[src/rtl/uart_regif_pkg.sv]
package uart_regif_pkg;

  localparam int DATA_W  = 8;
  localparam int ERR_W   = 4;
  localparam int ENTRY_W = DATA_W + ERR_W;
  localparam int IRQ_W   = 11;
  localparam int IRQ_RX  = 4;
  localparam int IRQ_TX  = 5;
  localparam int LCR_FIFO_BIT = 4;

  localparam logic [ENTRY_W-1:0] BREAK_ENTRY = 12'h400;

  localparam int OFF_DATA = 0;
  localparam int OFF_STAT = 1;
  localparam int OFF_FLAG = 6;
  localparam int OFF_MASK = 14;
  localparam int OFF_RAW  = 15;
  localparam int OFF_MIS  = 16;
  localparam int OFF_ICLR = 17;

  localparam int NCFG     = 7;
  localparam int CFG_IRDA = 0;
  localparam int CFG_IDIV = 1;
  localparam int CFG_FDIV = 2;
  localparam int CFG_LINE = 3;
  localparam int CFG_CTRL = 4;
  localparam int CFG_LVL  = 5;
  localparam int CFG_DMA  = 6;

  function automatic int cfg_addr(input int idx);
    case (idx)
      CFG_IRDA: return 8;
      CFG_IDIV: return 9;
      CFG_FDIV: return 10;
      CFG_LINE: return 11;
      CFG_CTRL: return 12;
      CFG_LVL:  return 13;
      default:  return 18;
    endcase
  endfunction

  function automatic logic [31:0] cfg_mask(input int idx);
    case (idx)
      CFG_IDIV, CFG_CTRL: return 32'h0000_FFFF;
      CFG_FDIV, CFG_LVL:  return 32'h0000_003F;
      CFG_DMA:            return 32'h0000_0007;
      default:            return 32'h0000_00FF;
    endcase
  endfunction

  function automatic logic [31:0] cfg_rst(input int idx);
    case (idx)
      CFG_CTRL: return 32'h0000_0300;
      CFG_LVL:  return 32'h0000_0012;
      default:  return 32'h0000_0000;
    endcase
  endfunction

  function automatic logic [7:0] id_byte(input logic [2:0] idx);
    case (idx)
      3'd0: return 8'h11;
      3'd1: return 8'h10;
      3'd2: return 8'h14;
      3'd3: return 8'h00;
      3'd4: return 8'h0D;
      3'd5: return 8'hF0;
      3'd6: return 8'h05;
      default: return 8'hB1;
    endcase
  endfunction

endpackage

[src/rtl/uart_rx_fifo.sv]
module uart_rx_fifo
  import uart_regif_pkg::*;
#(
  parameter int DEPTH = 16,
  localparam int PTR_W = $clog2(DEPTH),
  localparam int CNT_W = $clog2(DEPTH + 1)
) (
  input  logic               clk,
  input  logic               rst_n,
  input  logic               fifo_en,
  input  logic               flush,
  input  logic               push,
  input  logic [ENTRY_W-1:0] push_entry,
  input  logic               pop_req,
  output logic [ENTRY_W-1:0] head_entry,
  output logic [CNT_W-1:0]   cnt_q,
  output logic [CNT_W-1:0]   cnt_nxt,
  output logic               popped,
  output logic               accept
);

  logic [PTR_W-1:0]   rd_ptr_q, rd_ptr_d, base_ptr, wr_slot;
  logic [CNT_W-1:0]   base_cnt;
  logic [PTR_W:0]     slot_sum;
  logic [ENTRY_W-1:0] mem_q [DEPTH];

  always_comb begin
    base_ptr = flush ? '0 : rd_ptr_q;
    base_cnt = flush ? '0 : cnt_q;
    popped   = pop_req && !flush && (cnt_q != '0);
    slot_sum = {1'b0, base_ptr} + (PTR_W+1)'(base_cnt);
    if (slot_sum >= (PTR_W+1)'(DEPTH)) begin
      slot_sum = slot_sum - (PTR_W+1)'(DEPTH);
    end
    wr_slot = slot_sum[PTR_W-1:0];
    if (popped) begin
      rd_ptr_d = (rd_ptr_q == PTR_W'(DEPTH - 1)) ? '0 : rd_ptr_q + 1'b1;
    end else begin
      rd_ptr_d = base_ptr;
    end
    cnt_nxt = base_cnt + CNT_W'(push) - CNT_W'(popped);
    accept  = fifo_en ? (cnt_q < CNT_W'(DEPTH)) : (cnt_q == '0);
  end

  assign head_entry = mem_q[rd_ptr_q];

  always_ff @(posedge clk or negedge rst_n) begin
    if (!rst_n) begin
      rd_ptr_q <= '0;
      cnt_q    <= '0;
    end else begin
      rd_ptr_q <= rd_ptr_d;
      cnt_q    <= cnt_nxt;
    end
  end

  always_ff @(posedge clk) begin
    if (push) begin
      mem_q[wr_slot] <= push_entry;
    end
  end

endmodule

[src/rtl/uart_irq_ctrl.sv]
module uart_irq_ctrl
  import uart_regif_pkg::*;
(
  input  logic             clk,
  input  logic             rst_n,
  input  logic [IRQ_W-1:0] set_vec,
  input  logic [IRQ_W-1:0] clr_vec,
  input  logic             mask_we,
  input  logic [IRQ_W-1:0] mask_wdata,
  output logic [IRQ_W-1:0] raw_q,
  output logic [IRQ_W-1:0] mask_q,
  output logic             irq
);

  logic [IRQ_W-1:0] raw_d, mask_d;

  always_comb begin
    raw_d  = (raw_q & ~clr_vec) | set_vec;
    mask_d = mask_we ? mask_wdata : mask_q;
  end

  always_ff @(posedge clk or negedge rst_n) begin
    if (!rst_n) begin
      raw_q  <= '0;
      mask_q <= '0;
    end else begin
      raw_q  <= raw_d;
      mask_q <= mask_d;
    end
  end

  assign irq = |(raw_q & mask_q);

endmodule

[src/rtl/uart_cfg_regs.sv]
module uart_cfg_regs
  import uart_regif_pkg::*;
(
  input  logic                       clk,
  input  logic                       rst_n,
  input  logic [NCFG-1:0]            we,
  input  logic [31:0]                wdata,
  output logic [NCFG-1:0][31:0]      cfg_q
);

  for (genvar i = 0; i < NCFG; i++) begin : g_reg
    logic [31:0] d, q;
    always_comb begin
      d = we[i] ? (wdata & cfg_mask(i)) : q;
    end
    always_ff @(posedge clk or negedge rst_n) begin
      if (!rst_n) begin
        q <= cfg_rst(i);
      end else begin
        q <= d;
      end
    end
    assign cfg_q[i] = q;
  end

endmodule

[src/rtl/uart_regif.sv]
module uart_regif
  import uart_regif_pkg::*;
#(
  parameter int DEPTH   = 16,
  parameter int AW      = 10,
  parameter int RX_TRIG = 1
) (
  input  logic          clk,
  input  logic          rst_n,
  input  logic          bus_rd,
  input  logic          bus_wr,
  input  logic [AW-1:0] bus_addr,
  input  logic [31:0]   bus_wdata,
  output logic [31:0]   bus_rdata,
  input  logic          rx_valid,
  input  logic [7:0]    rx_data,
  input  logic [3:0]    rx_err,
  output logic          rx_ready,
  input  logic          rx_break,
  output logic          tx_valid,
  output logic [7:0]    tx_data,
  output logic          irq
);

  localparam int CNT_W = $clog2(DEPTH + 1);
  localparam logic [AW-1:0] A_DATA = AW'(OFF_DATA);
  localparam logic [AW-1:0] A_STAT = AW'(OFF_STAT);
  localparam logic [AW-1:0] A_FLAG = AW'(OFF_FLAG);
  localparam logic [AW-1:0] A_MASK = AW'(OFF_MASK);
  localparam logic [AW-1:0] A_RAW  = AW'(OFF_RAW);
  localparam logic [AW-1:0] A_MIS  = AW'(OFF_MIS);
  localparam logic [AW-1:0] A_ICLR = AW'(OFF_ICLR);

  // decode
  logic rd_data, wr_data, wr_stat, wr_mask, wr_iclr;
  logic [NCFG-1:0] cfg_we;
  logic [NCFG-1:0][31:0] cfg_q;

  assign rd_data = bus_rd && (bus_addr == A_DATA);
  assign wr_data = bus_wr && (bus_addr == A_DATA);
  assign wr_stat = bus_wr && (bus_addr == A_STAT);
  assign wr_mask = bus_wr && (bus_addr == A_MASK);
  assign wr_iclr = bus_wr && (bus_addr == A_ICLR);

  for (genvar i = 0; i < NCFG; i++) begin : g_dec
    assign cfg_we[i] = bus_wr && (bus_addr == AW'(cfg_addr(i)));
  end

  uart_cfg_regs u_cfg (
    .clk   (clk),
    .rst_n (rst_n),
    .we    (cfg_we),
    .wdata (bus_wdata),
    .cfg_q (cfg_q)
  );

  // receive queue
  logic               fifo_en, flush, push, popped, accept;
  logic [ENTRY_W-1:0] push_entry, head_entry;
  logic [CNT_W-1:0]   rx_cnt, cnt_nxt;

  assign fifo_en    = cfg_q[CFG_LINE][LCR_FIFO_BIT];
  assign flush      = cfg_we[CFG_LINE] &&
                      (bus_wdata[LCR_FIFO_BIT] != cfg_q[CFG_LINE][LCR_FIFO_BIT]);
  assign rx_ready   = accept && !rx_break;
  assign push       = accept && (rx_break || rx_valid);
  assign push_entry = rx_break ? BREAK_ENTRY : {rx_err, rx_data};

  uart_rx_fifo #(.DEPTH(DEPTH)) u_fifo (
    .clk        (clk),
    .rst_n      (rst_n),
    .fifo_en    (fifo_en),
    .flush      (flush),
    .push       (push),
    .push_entry (push_entry),
    .pop_req    (rd_data),
    .head_entry (head_entry),
    .cnt_q      (rx_cnt),
    .cnt_nxt    (cnt_nxt),
    .popped     (popped),
    .accept     (accept)
  );

  // interrupts
  logic [IRQ_W-1:0] irq_set, irq_clr, raw_q, mask_q;

  always_comb begin
    irq_set         = '0;
    irq_set[IRQ_RX] = push && (cnt_nxt == CNT_W'(RX_TRIG));
    irq_set[IRQ_TX] = wr_data;
    irq_clr         = wr_iclr ? bus_wdata[IRQ_W-1:0] : '0;
    if (popped && (cnt_nxt == CNT_W'(RX_TRIG - 1))) begin
      irq_clr[IRQ_RX] = 1'b1;
    end
  end

  uart_irq_ctrl u_irq (
    .clk        (clk),
    .rst_n      (rst_n),
    .set_vec    (irq_set),
    .clr_vec    (irq_clr),
    .mask_we    (wr_mask),
    .mask_wdata (bus_wdata[IRQ_W-1:0]),
    .raw_q      (raw_q),
    .mask_q     (mask_q),
    .irq        (irq)
  );

  // flags, receive status, transmit strobe
  logic             rx_empty_q, rx_empty_d, rx_full_q, rx_full_d;
  logic [ERR_W-1:0] stat_q, stat_d;
  logic             tx_valid_d;
  logic [7:0]       tx_data_d;

  always_comb begin
    rx_empty_d = rx_empty_q;
    rx_full_d  = rx_full_q;
    if (rd_data) begin
      rx_full_d = 1'b0;
      if (cnt_nxt == '0) rx_empty_d = 1'b1;
    end
    if (flush) begin
      rx_empty_d = 1'b1;
      rx_full_d  = 1'b0;
    end
    if (push) begin
      rx_empty_d = 1'b0;
      if (!fifo_en || (cnt_nxt == CNT_W'(DEPTH))) rx_full_d = 1'b1;
    end
    stat_d = stat_q;
    if (rd_data) begin
      stat_d = head_entry[ENTRY_W-1:DATA_W];
    end else if (wr_stat) begin
      stat_d = '0;
    end
    tx_valid_d = wr_data;
    tx_data_d  = wr_data ? bus_wdata[7:0] : tx_data;
  end

  always_ff @(posedge clk or negedge rst_n) begin
    if (!rst_n) begin
      rx_empty_q <= 1'b1;
      rx_full_q  <= 1'b0;
      stat_q     <= '0;
      tx_valid   <= 1'b0;
      tx_data    <= '0;
    end else begin
      rx_empty_q <= rx_empty_d;
      rx_full_q  <= rx_full_d;
      stat_q     <= stat_d;
      tx_valid   <= tx_valid_d;
      tx_data    <= tx_data_d;
    end
  end

  // read mux
  always_comb begin
    bus_rdata = '0;
    if (bus_addr[AW-1:3] == '1) begin
      bus_rdata = {24'h0, id_byte(bus_addr[2:0])};
    end else begin
      case (bus_addr)
        A_DATA: bus_rdata = {{(32-ENTRY_W){1'b0}}, head_entry};
        A_STAT: bus_rdata = {{(32-ERR_W){1'b0}}, stat_q};
        A_FLAG: bus_rdata = {24'h0, 1'b1, rx_full_q, 1'b0, rx_empty_q, 4'h0};
        A_MASK: bus_rdata = {{(32-IRQ_W){1'b0}}, mask_q};
        A_RAW:  bus_rdata = {{(32-IRQ_W){1'b0}}, raw_q};
        A_MIS:  bus_rdata = {{(32-IRQ_W){1'b0}}, raw_q & mask_q};
        default: begin
          for (int i = 0; i < NCFG; i++) begin
            if (bus_addr == AW'(cfg_addr(i))) bus_rdata = cfg_q[i];
          end
        end
      endcase
    end
  end

endmodule

[config.mk]
export PLATFORM = sky130hd
export DESIGN_NAME = uart_regif
export DESIGN_NICKNAME = d
export VERILOG_FILES = /design/src/rtl/uart_regif_pkg.sv /design/src/rtl/uart_rx_fifo.sv /design/src/rtl/uart_irq_ctrl.sv /design/src/rtl/uart_cfg_regs.sv /design/src/rtl/uart_regif.sv
export SDC_FILE = /design/constraint.sdc
export NUM_CORES = 1
export LEC_CHECK = 0
export CAP_MARGIN = 30
export CELL_PAD_IN_SITES_DETAIL_PLACEMENT = 1
export CELL_PAD_IN_SITES_GLOBAL_PLACEMENT = 2
export CORE_AREA = 3 3 174 176
export DETAILED_ROUTE_END_ITERATION = 10
export DIE_AREA = 0 0 177 179
export GPL_TIMING_DRIVEN = 0
export HOLD_SLACK_MARGIN = 0.05
export MAX_ROUTING_LAYER = met4
export PLACE_DENSITY_LB_ADDON = 0.3
export SKIP_LAST_GASP = 1
export SLEW_MARGIN = 20
export SYNTH_ARGS = -nofsm -noshare
export SYNTH_HDL_FRONTEND = slang
export SYNTH_SLANG_ARGS = --single-unit
[constraint.sdc]
create_clock -name clk -period 9.1 [get_ports clk]
set_input_delay 1.82 -clock clk [delete_from_list [all_inputs] [get_ports clk]]
set_output_delay 1.82 -clock clk [all_outputs]
set_load 0.01 [all_outputs]
; Word level (Yosys, flattened, before mapping)
; Memory sizes are Yosys's and may differ from the RTL's.
; Cells that the tools add are included.
[classes]
mux = 45
bitwise_logic = 4
shift = 0
n_addsub = 5
n_eq_ne = 31
order_cmp = 2
n_reduce_logical = 35
div_mod_pow = 0
mul = 0
[op_table]
columns = operator, n
row1 = two-way mux 32 bit, 7
row2 = one-hot mux 32 bit (6 select lines), 1
row3 = two-way mux 10 bit, 14
row4 = "== test 10 x 4 -> 1 bit, second input constant", 8
row5 = == test 10 bit, 7
row6 = one-hot mux 8 bit (7 select lines), 1
row7 = "== test 10 x 5 -> 1 bit, second input constant", 3
row8 = two-way mux 4 bit, 6
row9 = bitwise AND 11 bit, 2
row10 = logical AND 1 bit, 19
row11 = two-way mux 1 bit, 12
row12 = two-way mux 12 bit, 1
row13 = two-way mux 11 bit, 1
row14 = NOT 11 bit, 1
row15 = bitwise OR 11 x 6 -> 11 bit, 1
row16 = OR reduction 11 bit, 1
row17 = "== test 10 x 1 -> 1 bit, second input constant", 1
row18 = "== test 10 x 3 -> 1 bit, second input constant", 1
row19 = zero test 10 bit, 1
row20 = zero test 5 bit, 2
row21 = "== test 3 bit, second input constant", 3
row22 = two-way mux 8 bit, 1
row23 = "== test 7 bit, second input constant", 1
row24 = "== test 3 x 2 -> 1 bit, second input constant", 2
row25 = other kinds (21), 25
[totals]
latch_bits = 0
romBits = 0
output_inout_bits = 43
memories = 1
word_cells = 139
ramBits = 192
ff_bits = 109
in_bits = 60
[mem_list]
columns = memory, depth, word_bits, read_ports, rd_clocked_by_memory_dff, wr, line_no
row1 = u_fifo.mem_q, 16, 12, 1, 0, 1, uart_rx_fifo.sv:25  ; logic [ENTRY_W-1:0] mem_q [DEPTH];

; Longest topological paths before layout
[logic_depth]
ltp_word = 14
ltp_mapped = 14

; Cells and area by module
; A second synthesis with hierarchy kept.
[unflattened]
hier_cells = 1191
area_unflattened_um2 = 16146.7
[by_module_without_submodules]
columns = mod, seq_area_each_um2, cells_per_inst, area_per_inst_um2, n_inst
row1 = uart_rx_fifo, 5990.7, 395, 8057.7, 1
row2 = uart_cfg_regs, 1581.5, 296, 3661.0, 1
row3 = uart_regif, 376.6, 437, 3528.4, 1
row4 = uart_irq_ctrl, 550.5, 63, 899.6, 1

; Worst setup path after synthesis
; Ideal clock, no wire load.
[synth_path]
path_kind = input -> output
start = input port bus_addr[9]
end = output port bus_rdata[1]
cell_stages = 7
setup_slack_ps = 3381
required_time_ps = 7280
arrival_ps = 3899
path_buffers = 1
cell_sequence = buf_2 > or4b_1 > or4_1 > nor3_4 > a21oi_1 > or3_1 > a32oi_1
[synth_via]
elab_chain_len = 10
elab_cells_between_ends = 23
cone_classes = eq/ne: 13 / mux: 9 / reduce/logical: 1
[synth_rtl]
columns = item, line_no
row1 = from (decl), uart_regif.sv:12  ; input logic [AW-1:0] bus_addr,
row2 = == test 10 bit, uart_regif.sv:171  ; if (bus_addr == AW'(cfg_addr(i))) bus_rdata = cfg_q[i];
row3 = two-way mux 8 bit, uart_regif.sv:171
row4 = two-way mux 32 bit (6 in series), uart_regif.sv:171
row5 = one-hot mux 32 bit (6 select lines), uart_regif.sv:162  ; case (bus_addr)
row6 = two-way mux 32 bit *, uart_regif.sv:159  ; if (bus_addr[AW-1:3] == '1) begin
row7 = to (decl), uart_regif.sv:14  ; output logic [31:0] bus_rdata,
; Mark *: on every way between the ends. The rest lies on a longest branch, timed or not.

; Final worst setup path
[layout_path]
start = input port bus_addr[2]
end = output port bus_rdata[3]
; The elaborated chain is that of the path after synthesis.

==> run metrics <==
nets=1,037; diodes inserted=0; Final setup viols=0; power per cell area=about 200 nW/um^2; syn_area_per_cell=15.9 sq um; Clock Sinks=301; share of the synthesized area in the top cell type=43.6%; largest cells by area after synthesis=edfxtp_1 (44%), dfrtp_1 (20%), mux4_2 (9.5%), mux2_2 (5.0%), mux2_1 (2.6%); Initial DRC Count=around 600; minimum clock period=7.82 ns; setup repair bufs after CTS=0; chip width=177 um; vias in the first global route=8,468; Critical Path AT=6.00 ns; first-pass GRT wire length=about 53,000 um; Tcrit/Tclk final=85.9%; via count=7,947; Worst Setup Start Kind=input pin; area leader, netlist=edfxtp_1; synth cell count leaders=edfxtp_1 (192), dfrtp_1 (104), mux2_2 (59), mux4_2 (56), nand2_1 (42); GRT overflow=0; Worst-Margin Slew=approximately 0.94 ns; Post-Synthesis Cells=832; IO Port Bufs=65; Final ANT Viol Nets=0; post-cts sizing count=0; Core Region=28,800 sq um; number of fillers in the final layout=between 2,000 and 3,000; Hold-fix buffers, CTS=0; pin count of the biggest net entering global routing=73; Initial Util=45.9%; CP bufs+invs=4; Warnings, synthesis=0; Leak=6.00 nW; Max VDD drop=between 150 and 200 uV; Boundary Pins=103; CP delay by family, top=buffers and inverters; Vias/cell=about 5.8; slowest stage cell, crit path=nor4b_2; worst skew pair latency=approximately 0.51 ns; Die Span Y=179 um; initial antenna violation count=0; FFs w/ async S/R, synth=36.2%; RSZ-0062 raised after global routing=no; Max stage delay on crit path=slightly above 0.7 ns; DRC errors left=0; #FFs+latches synth=301; HPWL Detailed=approximately 24,000 um; final WL=between 30,000 and 40,000 um; CTS max path bufs=3; clk slew on worst S/H paths=about 0.050 ns; ys flop type=edfxtp_1; gr usage total=23.1%; Max H-tree Level=2; outcome=finished, final reports clean; share of layout cells above drive strength 1=24.3%; Crit path required time=7.28 ns; most frequent cell after synthesis=edfxtp_1; Pwr Total=approximately 0.0031 W; max-slew violation count=0; CTS tree=yes; Synth Cell Area=between 10,000 and 15,000 sq um; kind of critical path=input pin to output port; CP cell instances=clkdlybuf4s50_1 -> clkbuf_1 -> nor4_1 -> nor4b_2 -> clkbuf_1 -> o21ai_0 -> a32oi_1 -> clkdlybuf4s50_1; Post-Route Skew=0.0103 ns; Max Cap Viol=0; Hold WC Path Type=flop to flop; fmax=128 MHz; CTS root buf=clkbuf_16; Core Rows=62; final hold violations=0; average wire per standard cell=approximately 26 um; Worst Path Max Fanout=10; die area=31,700 sq um; register area share after synthesis=64.3%; TritonCTS buffer count=34; library cells used by synthesis=66; Slew headroom=37.0%; Synth-to-Final Area Change=19.0%; Critical Path Sink Type=output port; Post-synth EDFFs=between 150 and 200; setup_tns=0 ns; RePlAce Congestion=0.876; TritonRoute pass-1 iters=5
==> metal layers <==
layer / track usage (%) / routed length (um)
met5: - / 0
met1: 29.3 / 14800
met4: 7.23 / 1040
met2: 38.5 / 17600
met3: 3.81 / 1730
==> layout by cell type (no fill, tap or decap), types with 6 or more instances in the layout <==
master and n:
a21boi_0 10, nor2_1 18, clkbuf_16 35, buf_2 9, and2_1 9, a22o_1 17
a21oi_1 21, nand3_1 10, dfrtp_1 104, nand2_1 42, a221oi_1 8, or3_1 6
clkdlybuf4s50_1 64, xnor2_1 6, a22oi_1 11, inv_1 13, nor2_2 16, buf_1 6
ha_1 9, mux2i_1 6, o21ai_0 11, mux2_2 59, mux2_1 30, or4_1 6
buf_4 25, edfxtp_1 192, and3_1 8, a21o_1 10, buf_6 7, conb_1 16
nor2b_1 13, clkbuf_1 33, mux4_2 56, xor2_1 7
==> worst register-to-register path, stage by stage (launching register included) <==
cell and delay, ns:
dfrtp_1 0.36, clkbuf_1 0.42, buf_2 0.42, clkbuf_1 0.60
and2_1 0.26, ha_1 0.21, fa_1 0.45, or4_1 0.68
nor2_2 0.71
==> report_power, final <==
| part | switching, W | internal [W] |
|---|---|---|
| combinational | 0.000189 | 0.000122 |
| sequential | 0.0000170 | 0.00149 |
| clock | 0.000539 | 0.000791 |
| total | 0.000745 | 0.00240 |
==> cell families (layout without fill, tap and decap cells) <==
group                      Yosys count  count (layout)  share of synthesized area [%]
AOI/OAI and AO/OA                  122             122                           6.74
DFF                                301             301                           64.3
adders and majority gates           11              11                           1.15
and+or+nand+nor                    163             163                           6.75
other                                1              16                         0.0284
xor gates and xnor gates            13              13                          0.861
muxes                              151             151                           17.6
buffers and inverters               70             213                           2.61
==> sequential cells by signal, summed over array words and instances, names as in the netlist, 4 cells and up <==
name	count
u_fifo.rd_ptr_q	4
u_fifo.cnt_q	5
u_irq.raw_q	11
stat_q	4
u_irq.mask_q	11
u_cfg.g.q	63
tx_data	8
u_fifo.mem_q	192
==> worst paths after layout <==
path                                            from                    to  slack [ns]  depth (start not counted)
worst max-delay path                     bus_addr[2]          bus_rdata[3]        1.28                          8
worst min-delay path            u_cfg.g_reg[4].q[11]  u_cfg.g_reg[4].q[11]        0.49                          1
worst max register to register    u_fifo.rd_ptr_q[0]    u_fifo.mem_q[0][5]        4.63                          8
worst min register to register  u_cfg.g_reg[4].q[11]  u_cfg.g_reg[4].q[11]        0.49                          1
max in group asynchronous                      rst_n   u_cfg.g_reg[4].q[8]        7.16                          2
min in group asynchronous                      rst_n   u_cfg.g_reg[1].q[0]        1.21                          1
==> area by class of cell <==
| type | count | area (sq um) | area share (%) |
|---|---|---|---|
| clock buffer | 47 | 951 | 6.04 |
| tap | 384 | 480 | 3.05 |
| clock inverter | 13 | 128 | 0.811 |
| sequential | 301 | 8500 | 54.0 |
| timing repair buffer | 83 | 856 | 5.44 |
| buffer | 57 | 297 | 1.88 |
| multi-input combinational | 476 | 4480 | 28.5 |
| inverter | 13 | 48.8 | 0.310 |
==> stage by stage <==
step	cells	util, %	worst slack, ns	cell area, sq um	hold WS (ns)
3_3_place_gp	1296	50.1	1.27	14400	0.474
4_1_cts	1365	54.4	1.30	15700	0.496
2_1_floorplan	847	-	3.38	13300	0.450
3_5_place_dp	1305	50.7	1.34	14600	0.482
5_1_grt	1374	54.7	1.05	15700	0.501
6_report	1374	54.7	1.28	15700	0.494
Note: power is estimated with default switching activity, not from simulation.
